**src/rtl/pswallow_pkg.sv**
```systemverilog
// Package: shared constants and helpers for the pulse-swallow divider.
// Assumes a 2-bit modulus select where code k gives P = 8 << k.
package pswallow_pkg;
    localparam int SEL_W   = 2;
    localparam int STAGE_W = 4;   // enough for 2^(SEL_W^2) divide-by-2 passes
    localparam int CORE_W  = 3;   // holds 0..4 for the 4/5 core
    localparam int PMOD_W  = 8;   // holds P+1 up to 65

    // Returns the prescaler low modulus P for a select code.
    function automatic logic [PMOD_W-1:0] low_modulus(input logic [SEL_W-1:0] sel);
        return PMOD_W'(8) << sel;
    endfunction
endpackage

```
**src/rtl/pswallow_prescaler.sv**
```systemverilog
// Module: dual-modulus prescaler, a 4/5 core followed by divide-by-2 passes.
// The core divides by 5 on the last pass of a period when mod_hi is set,
// giving P+1; otherwise P = 4 * 2^(sel+1). tick marks the last input clock
// of a prescaler period. restart returns the prescaler to the period start.
module pswallow_prescaler
    import pswallow_pkg::*;
(
    input  logic             clk_in,
    input  logic             rst_n,
    input  logic             restart,
    input  logic [SEL_W-1:0] sel,
    input  logic             mod_hi,
    output logic             tick
);
    logic [CORE_W-1:0]  core_q;
    logic [STAGE_W-1:0] stage_q;
    logic [STAGE_W-1:0] stage_last;
    logic [CORE_W-1:0]  core_last;
    logic               last_pass;

    // Decode the final pass index and the core length of the current pass.
    always_comb begin
        stage_last = STAGE_W'((5'd2 << sel) - 5'd1);
        last_pass  = (stage_q == stage_last);
        core_last  = (mod_hi && last_pass) ? CORE_W'(4) : CORE_W'(3);
        tick       = (core_q == core_last) && last_pass;
    end

    // Advance the core and the pass counter, wrapping at the period end.
    always_ff @(posedge clk_in) begin
        if (!rst_n || restart) begin
            core_q  <= '0;
            stage_q <= '0;
        end else if (core_q == core_last) begin
            core_q  <= '0;
            stage_q <= tick ? '0 : stage_q + STAGE_W'(1);
        end else begin
            core_q  <= core_q + CORE_W'(1);
        end
    end
endmodule

```
**src/rtl/pswallow_counters.sv**
```systemverilog
// Module: main and swallow counters, stepped once per prescaler period.
// Assumes a_load <= b_load and b_load >= 1 when load is asserted. The swallow
// count holds at zero; the main count reaching one marks the final period.
module pswallow_counters #(
    parameter int B_W = 13,
    parameter int A_W = 6
) (
    input  logic           clk_in,
    input  logic           rst_n,
    input  logic           load,
    input  logic           tick,
    input  logic [B_W-1:0] b_load,
    input  logic [A_W-1:0] a_load,
    output logic [B_W-1:0] main_q,
    output logic [A_W-1:0] swallow_q,
    output logic           mod_hi,
    output logic           final_period
);
    // Flag the swallow phase and the last prescaler period of the division.
    always_comb begin
        mod_hi       = (swallow_q != '0);
        final_period = (main_q == B_W'(1));
    end

    // Load presets at a boundary; otherwise count down once per period.
    always_ff @(posedge clk_in) begin
        if (!rst_n) begin
            main_q    <= '0;
            swallow_q <= '0;
        end else if (load) begin
            main_q    <= b_load;
            swallow_q <= a_load;
        end else if (tick) begin
            main_q <= main_q - B_W'(1);
            if (swallow_q != '0) begin
                swallow_q <= swallow_q - A_W'(1);
            end
        end
    end
endmodule

```
**src/rtl/pswallow_cfg.sv**
```systemverilog
// Module: boundary capture and repair of the divider settings.
// Raises B to B_MIN, limits A to B, and flags any repair or a ratio below
// the contiguity floor P*P - P. The flag is sticky until reset.
module pswallow_cfg
    import pswallow_pkg::*;
#(
    parameter int B_W   = 13,
    parameter int A_W   = 6,
    parameter int B_MIN = 3
) (
    input  logic             clk_in,
    input  logic             rst_n,
    input  logic             load,
    input  logic [SEL_W-1:0] sel_in,
    input  logic [B_W-1:0]   b_in,
    input  logic [A_W-1:0]   a_in,
    output logic [SEL_W-1:0] sel_q,
    output logic [B_W-1:0]   b_fix,
    output logic [A_W-1:0]   a_fix,
    output logic             err_q
);
    localparam int RATIO_W = B_W + PMOD_W;

    logic               b_low;
    logic               a_high;
    logic [RATIO_W-1:0] p_val;
    logic [RATIO_W-1:0] ratio;
    logic [RATIO_W-1:0] floor_val;
    logic               bad;

    // Repair the presets and test the ratio rules.
    always_comb begin
        b_low     = (b_in < B_W'(B_MIN));
        b_fix     = b_low ? B_W'(B_MIN) : b_in;
        a_high    = (B_W'(a_in) > b_fix);
        a_fix     = a_high ? A_W'(b_fix) : a_in;
        p_val     = RATIO_W'(low_modulus(sel_in));
        ratio     = RATIO_W'(b_fix) * p_val + RATIO_W'(a_fix);
        floor_val = p_val * p_val - p_val;
        bad       = b_low || a_high || (ratio < floor_val);
    end

    // Hold the active select code and accumulate the sticky error.
    always_ff @(posedge clk_in) begin
        if (!rst_n) begin
            sel_q <= '0;
            err_q <= 1'b0;
        end else if (load) begin
            sel_q <= sel_in;
            if (bad) begin
                err_q <= 1'b1;
            end
        end
    end
endmodule

```
**src/rtl/pulse_swallow_divider.sv**
```systemverilog
// Module: top level of the pulse-swallow divider, N = P*B + A.
// A priming cycle after reset performs the first capture; afterwards each
// final prescaler tick is a boundary that captures settings and pulses.
module pulse_swallow_divider #(
    parameter int B_W   = 13,
    parameter int A_W   = 6,
    parameter int B_MIN = 3
) (
    input  logic           clk_in,
    input  logic           rst_n,
    input  logic [1:0]     pre_sel,
    input  logic [B_W-1:0] main_preset,
    input  logic [A_W-1:0] swallow_preset,
    output logic           fb_pulse,
    output logic           cfg_err
);
    logic           prime_q;
    logic           pre_tick;
    logic           mod_hi;
    logic           final_period;
    logic           load;
    logic [1:0]     sel_q;
    logic [B_W-1:0] b_fix;
    logic [A_W-1:0] a_fix;
    logic [B_W-1:0] main_q;
    logic [A_W-1:0] swallow_q;

    // A boundary is the priming cycle or the last tick of a division.
    always_comb load = prime_q || (pre_tick && final_period);

    // Priming flag and registered feedback pulse.
    always_ff @(posedge clk_in) begin
        if (!rst_n) begin
            prime_q  <= 1'b1;
            fb_pulse <= 1'b0;
        end else begin
            prime_q  <= 1'b0;
            fb_pulse <= pre_tick && final_period;
        end
    end

    pswallow_cfg #(.B_W(B_W), .A_W(A_W), .B_MIN(B_MIN)) u_cfg (
        .clk_in (clk_in),
        .rst_n  (rst_n),
        .load   (load),
        .sel_in (pre_sel),
        .b_in   (main_preset),
        .a_in   (swallow_preset),
        .sel_q  (sel_q),
        .b_fix  (b_fix),
        .a_fix  (a_fix),
        .err_q  (cfg_err)
    );

    pswallow_prescaler u_pre (
        .clk_in  (clk_in),
        .rst_n   (rst_n),
        .restart (load),
        .sel     (sel_q),
        .mod_hi  (mod_hi),
        .tick    (pre_tick)
    );

    pswallow_counters #(.B_W(B_W), .A_W(A_W)) u_cnt (
        .clk_in       (clk_in),
        .rst_n        (rst_n),
        .load         (load),
        .tick         (pre_tick),
        .b_load       (b_fix),
        .a_load       (a_fix),
        .main_q       (main_q),
        .swallow_q    (swallow_q),
        .mod_hi       (mod_hi),
        .final_period (final_period)
    );
endmodule

```
**config.mk**
```make
export PLATFORM = sky130hd
export DESIGN_NAME = pulse_swallow_divider
export DESIGN_NICKNAME = d
export VERILOG_FILES = /design/src/rtl/pswallow_pkg.sv /design/src/rtl/pswallow_prescaler.sv /design/src/rtl/pswallow_counters.sv /design/src/rtl/pswallow_cfg.sv /design/src/rtl/pulse_swallow_divider.sv
export SDC_FILE = /design/constraint.sdc
export NUM_CORES = 1
export LEC_CHECK = 0
export CORE_MARGIN = 5
export CORE_UTILIZATION = 56
export DETAILED_ROUTE_END_ITERATION = 12
export PLACE_DENSITY = 0.85
export SYNTH_ARGS = -nofsm -noshare
export SYNTH_HDL_FRONTEND = slang
export SYNTH_SLANG_ARGS = --single-unit
```
**constraint.sdc**
```tcl
create_clock -name clk_in -period 6.46 [get_ports clk_in]
set_clock_uncertainty 0.2 [all_clocks]
set_input_delay 0.969 -clock clk_in [delete_from_list [all_inputs] [get_ports clk_in]]
set_output_delay 0.969 -clock clk_in [all_outputs]
set_load 0.01 [all_outputs]
```
==> results of run 1 <==
cells by family after synthesis:
kind of cell	after synthesis	synth area share, %
AND/OR/NAND/NOR	196	21.4
AO/OA/AOI/OAI	130	18.3
adder cells (fa/ha/maj)	119	34.7
buffers and inverters	97	8.07
flip-flops	31	12.9
XOR/XNOR	13	2.37
multiplexers	10	2.24
timing repair:
action	CTS	global route
resized for setup	40	0
pin swaps	22	0
buffers inserted	6	0
setup endpoints to repair	1	1
synth_stat cells, drive strengths merged (2+ instances only):
master	count
nor2b	8
nand4	4
nand2	36
o21a	6
a211oi	9
a31oi	5
a21oi	37
a21boi	3
nor3	13
ha	95
nand2b	7
or2	3
o22ai	2
o21bai	3
o41ai	3
buf	8
clkbuf	5
nand3b	2
nand3	9
nor3b	4
mux2i	4
or3b	2
mux2	6
inv	82
nor2	51
o21ai	38
xnor2	10
xor2	3
nor4	6
and2	41
o31ai	2
and3	6
clkinv	2
fa	24
a32o	3
dfxtp	31
a21o	6
a22oi	2
final cells by class:
type	count	share of cell area (%)
Clock buffer	6	1.41
Clock inverter	2	0.599
Inverter	84	5.39
Multi-Input combinational cell	468	66.8
Sequential cell	31	10.6
Tap cell	105	2.25
Timing Repair Buffer	95	12.9
through the flow:
stage	setup TNS [ps]	total power [mW]	setup WS (ps)
CTS	-183	0.836	-183
finish	-234	0.841	-234
detailed placement	-1020	0.610	-1020
floorplan	-222	0.480	-222
global placement	-843	0.591	-843
global route	-519	0.909	-519
worst paths after layout:
kind	from	endpoint	slack, ps	cells past startpoint
setup reg to reg	u_cnt.swallow_q[5]	u_cnt.swallow_q[2]	3720	7
hold / removal	u_pre.core_q[0]	u_pre.core_q[0]	280	1
setup / recovery	main_preset[9]	u_cfg.err_q	-230	33
hold reg to reg	u_pre.core_q[0]	u_pre.core_q[0]	280	1
metal layers:
layer / part of all wire [%] / routed length, um / vias to the layer above / GRT usage (%)
li1: - / - / 2222 / -
met1: 42 / 5060 / 2150 / 29.4
met2: 50 / 6070 / 141 / 43.8
met3: 4.9 / 600 / 31 / 3.25
met4: 3.5 / 420 / 0 / 8.07
met5: 0 / 0 / - / 0
state kept, by name, summed over array words and instances, names as in the netlist:
register and cells:
fb_pulse 1, prime_q 1, u_cfg.err_q 1, u_cfg.sel_q 2, u_cnt.main_q 13, u_cnt.swallow_q 6, u_pre.core_q 3, u_pre.stage_q 4
worst max-delay path: cells and delay by family:
kind            cells  cell delay, ps
xor+xnor            1             130
fa+ha+maj           6            1860
mux                 1             350
buf+inv             7             610
compound gates      9            1660
simple gates        9            1090
power by group through the flow:
stage	Combinational, mW	Clock (mW)	Sequential, mW
4_1_cts	0.410	0.205	0.221
5_1_grt	0.469	0.217	0.223
3_3_place_gp	0.366	0	0.224
3_5_place_dp	0.385	0	0.225
6_report	0.416	0.203	0.221
2_1_floorplan	0.258	0	0.222
==> summary.txt, run 1 <==
STA
  • Setup violators final: 1
  • Measured slew at the worst slew-check pin: 838 ps
  • Final WS setup: -234 ps
  • Fin crit period: 6690 ps
  • Max Freq: 149 MHz
  • Final Hold Viols: 0
  • Worst slew margin: 43.9%
  • Final hold slack: 277 ps
  • Unrepaired setup endpoints after global routing: true
  • Final slew viol count: 0
  • Fin crit share: 104%

Detailed routing
  • Initial DRC Count: 184
  • Via/cell ratio: 5.74
  • DRT Pass-1 Iters: 4
  • DRC: 0
  • DR WL/cell: 15.4 um
  • Final ANT Viol Nets: 0
  • WL final: 12100 um
  • Via count: 4544

Layout
  • Post-Layout Cell Count: 791
  • Design area: 5850 sq um
  • Multi-input gate area: 3910 sq um
  • Final-stage net count: 827
  • Area grow syn2layout: 21.7%
  • Fill cells: 599
  • Most frequent cells in the layout: 92 x ha_1, 77 x inv_1, 72 x buf_4
  • Commonest non-fill, non-tap cell in the layout: ha_1
  • N_diodes: 0
  • Seq. cell area: 621 sq um
  • Final core utilization: 70.5%
  • Layout cell share with drive strength beyond 1: 18.8%

Power and ir drop
  • Clock power share: 24.2%
  • Internal power: 0.526 mW
  • Flop pwr share: 26.3%
  • Ratio of total power to cell area: 144 nW/um^2
  • Switching Fraction: 37.5%
  • Leakage power: 2.89 nW
  • Worst vdd ir: 212 uV
  • Combinational power share: 49.5%
  • Switching power: 0.315 mW

Worst setup path
  • Setup crit end kind: flop
  • Max stage delay on crit path: 530 ps
  • Worst Setup Path Type: primary input to flop
  • Slowest CP cell: fa_1
  • Type of origin of the critical path: primary input
  • CP required: 6460 ps
  • Max FO, Critical Path: 3
  • Crit-path most repeated cell: buf_4
  • Critical Path AT: 6690 ps

Placement
  • Placer Congestion: 0.979
  • PortBufs: 24
  • Post-Place Cell Area: 5650 sq um
  • HPWL after detailed placement: 9850 um
  • Cell Count Post-Placement: 777

Yosys
  • Synth area leaders: ha_1 25%, dfxtp_1 13%, fa_1 10%
  • Dominant cell type by area after synthesis: ha_1
  • Mean Syn Cell Area: 8.06 sq um
  • Number of library cell types mapped by synthesis: 69
  • Post-synth EDFFs: 0
  • Register area share after synthesis: 12.9%
  • Syn Nets: 738
  • Most common flop cell mapped by yosys: dfxtp_1
  • FFs w/ async S/R, synth: 0%
  • Syn Std Cell Area: 4800 sq um
  • Syn Inst Count: 596
  • Synthesis Warnings: 0
  • Synth top area share: 24.7%
  • Seq cells post-synth: 31

Floorplanning
  • Die ar.: 10500 sq um
  • Core box area: 8300 sq um
  • IO Pins: 25
  • Starting Density: 57.9%
  • Die Height: 103 um
  • Die Span X: 103 um
  • Cell Rows: 33

GRT
  • First-pass GRT wire length: 20700 um
  • Initial antenna violation count: 0
  • Grt ovf: 0
  • Total global-route track usage: 24.2%
  • Vias in the first global route: 4634
  • Largest net degree at the start of global routing: 33

Clock tree
  • H-tree Lvls: 2
  • Clock Latency Late Sink: 290 ps
  • CTS Hold Bufs: 0
  • Clock Sinks: 31
  • Clock Pin Slew Worst Setup and Hold Paths: 80 ps
  • Num CTS Buffers: 5
  • CTS tree: built
  • Clock buffer depth: 2
  • Clock root buffer: clkbuf_8

Job
  • Total of max-cap violations: 0

Min path
  • Hold/Removal Path Class: flop to flop

Outcome
  • Failing checks: setup timing
  • Status: complete, but fails checks
Note: power is estimated with default switching activity, not from simulation.
==> run 2, diff against run 1 <==
Settings changed: GPL_ROUTABILITY_DRIVEN from default to 0.
==> summary.txt, run 2 (synthesis gave the netlist of run 1 again) <==
Placement
  • HPWL after detailed placement: 10300 um
  • PortBufs: 24

Layout
  • Final-stage net count: 835
  • Fill cells: 539
  • Layout cell share with drive strength beyond 1: 21.3%
  • Largest registers: u_cnt.main_q: 13 flops, u_cnt.swallow_q: 6 flops, u_pre.stage_q: 4 flops
  • Area grow syn2layout: 25.1%
  • Largest Register: u_cnt.main_q
  • Final core utilization: 72.4%
  • N_diodes: 0
  • Max reg flops: 13
  • Commonest non-fill, non-tap cell in the layout: ha_1
  • Most frequent cells in the layout: 87 x ha_1, 79 x buf_4, 73 x inv_1

STA
  • Final WS setup: -329 ps
  • Setup violators final: 1
  • Measured slew at the worst slew-check pin: 898 ps
  • Unrepaired setup endpoints after global routing: true
  • Fin crit share: 105%
  • Final Hold Viols: 0
  • Final hold slack: 275 ps
  • Final slew viol count: 0
  • Fin crit period: 6790 ps
  • Max Freq: 147 MHz
  • Worst slew margin: 39.9%

Floorplanning
  • Cell Rows: 33
  • Die Span X: 103 um
  • Core box area: 8300 sq um
  • Starting Density: 57.9%
  • IO Pins: 25
  • Die Height: 103 um
  • Die ar.: 10500 sq um

Clock tree
  • Clock Latency Late Sink: 290 ps
  • Clock Pin Slew Worst Setup and Hold Paths: 70 ps
  • Clock root buffer: clkbuf_8
  • H-tree Lvls: 2
  • Num CTS Buffers: 5
  • CTS tree: built
  • Clock Sinks: 31
  • Clock buffer depth: 2

Worst setup path
  • Critical Path AT: 6790 ps
  • Top delay family on crit path: compound AO/OA/AOI/OAI gates
  • Crit-path most repeated cell: ha_4
  • Slowest CP cell: clkdlybuf4s50_1
  • Max FO, Critical Path: 3
  • Type of origin of the critical path: primary input
  • Setup crit end kind: flop
  • Max stage delay on crit path: 470 ps
  • Worst Setup Path Type: primary input to flop
  • Crit path buffers/inverters: 3
  • CP required: 6460 ps

Job
  • Total of max-cap violations: 0

GRT
  • First-pass GRT wire length: 21200 um
  • Vias in the first global route: 4664
  • Initial antenna violation count: 0
  • Total global-route track usage: 25.0%
  • Grt ovf: 0
  • Largest net degree at the start of global routing: 33

Detailed routing
  • DR WL/cell: 16.8 um
  • DRT Pass-1 Iters: 6
  • Via/cell ratio: 5.89
  • Final ANT Viol Nets: 0
  • WL final: 13400 um
  • Initial DRC Count: 253
  • Via count: 4705
  • DRC: 0

Power and ir drop
  • Worst vdd ir: 153 uV
  • Leakage power: 2.94 nW
  • Ratio of total power to cell area: 137 nW/um^2

Outcome
  • Status: complete, but fails checks
  • Failing checks: setup timing

Min path
  • Hold/Removal Path Class: flop to flop
## run 2: changes by cell type in the layout (fill, tap and decap cells not counted), moves of 3 or more
cell	previous run	this run
ha_1	92	87
dlygate4sd2_1	6	1
inv_1	77	73
clkdlybuf4s15_1	2	5
inv_2	5	8
buf_4	72	79
ha_4	2	8
dlymetal6s2s_1	0	3
## run 2: path summary, 6_finish.rpt
check	from	end	slack, ps	cells after the start
worst min register to register	u_cfg.sel_q[1]	u_cfg.sel_q[1]	280	2
worst min-delay path	u_cfg.sel_q[1]	u_cfg.sel_q[1]	280	2
worst max register to register	u_cnt.swallow_q[5]	u_cnt.swallow_q[2]	3710	7
worst max-delay path	main_preset[0]	u_cfg.err_q	-330	29
## run 2: power by group
group          switching (mW)  internal (mW)
registers              0.0173          0.205
logic                   0.238          0.209
clock network          0.0803         0.0753
## run 2: routing by layer
layer | vias to the layer above | global-route usage [%] | part of all wire, %
li1 | 2235 | - | -
met1 | 2249 | 29.2 | 40
met2 | 165 | 46.1 | 51
met3 | 56 | 3.04 | 4.6
met4 | 0 | 10.3 | 4.2
met5 | - | 0 | 0
## run 2: worst min-delay path, stage by stage (launching register included)
cell and delay, ps:
dfxtp_1 320, nand2_1 60, a21oi_1 50
## run 2: cell type report
type | instances | area (sq um) | area share [%]
clock inverters | 2 | 12.5 | 0.208
repair buffers | 103 | 831 | 13.8
well taps | 105 | 131 | 2.19
clock buffers | 6 | 72.6 | 1.21
multi-input cells | 468 | 4020 | 67.0
flip-flops and latches | 31 | 621 | 10.3
inverters | 84 | 318 | 5.29
## run 2: repair_timing
action                     4_1_cts  5_1_grt
hold buffers                     0        0
setup endpoints to repair        1        1
gates resized for setup         34       34
buffers inserted                 6        5
pin swaps                       20       28
## run 2: per-stage QoR
stage	std cells	TNS, ps	instance area, sq um	total power, mW	setup slack (ps)
4_1_cts	794	-252	5830	0.785	-252
3_3_place_gp	780	-847	5680	0.594	-847
5_1_grt	799	-526	6010	0.884	-526
2_1_floorplan	596	-222	4870	0.480	-222
3_5_place_dp	780	-1130	5680	0.620	-1130
6_report	799	-329	6010	0.824	-329
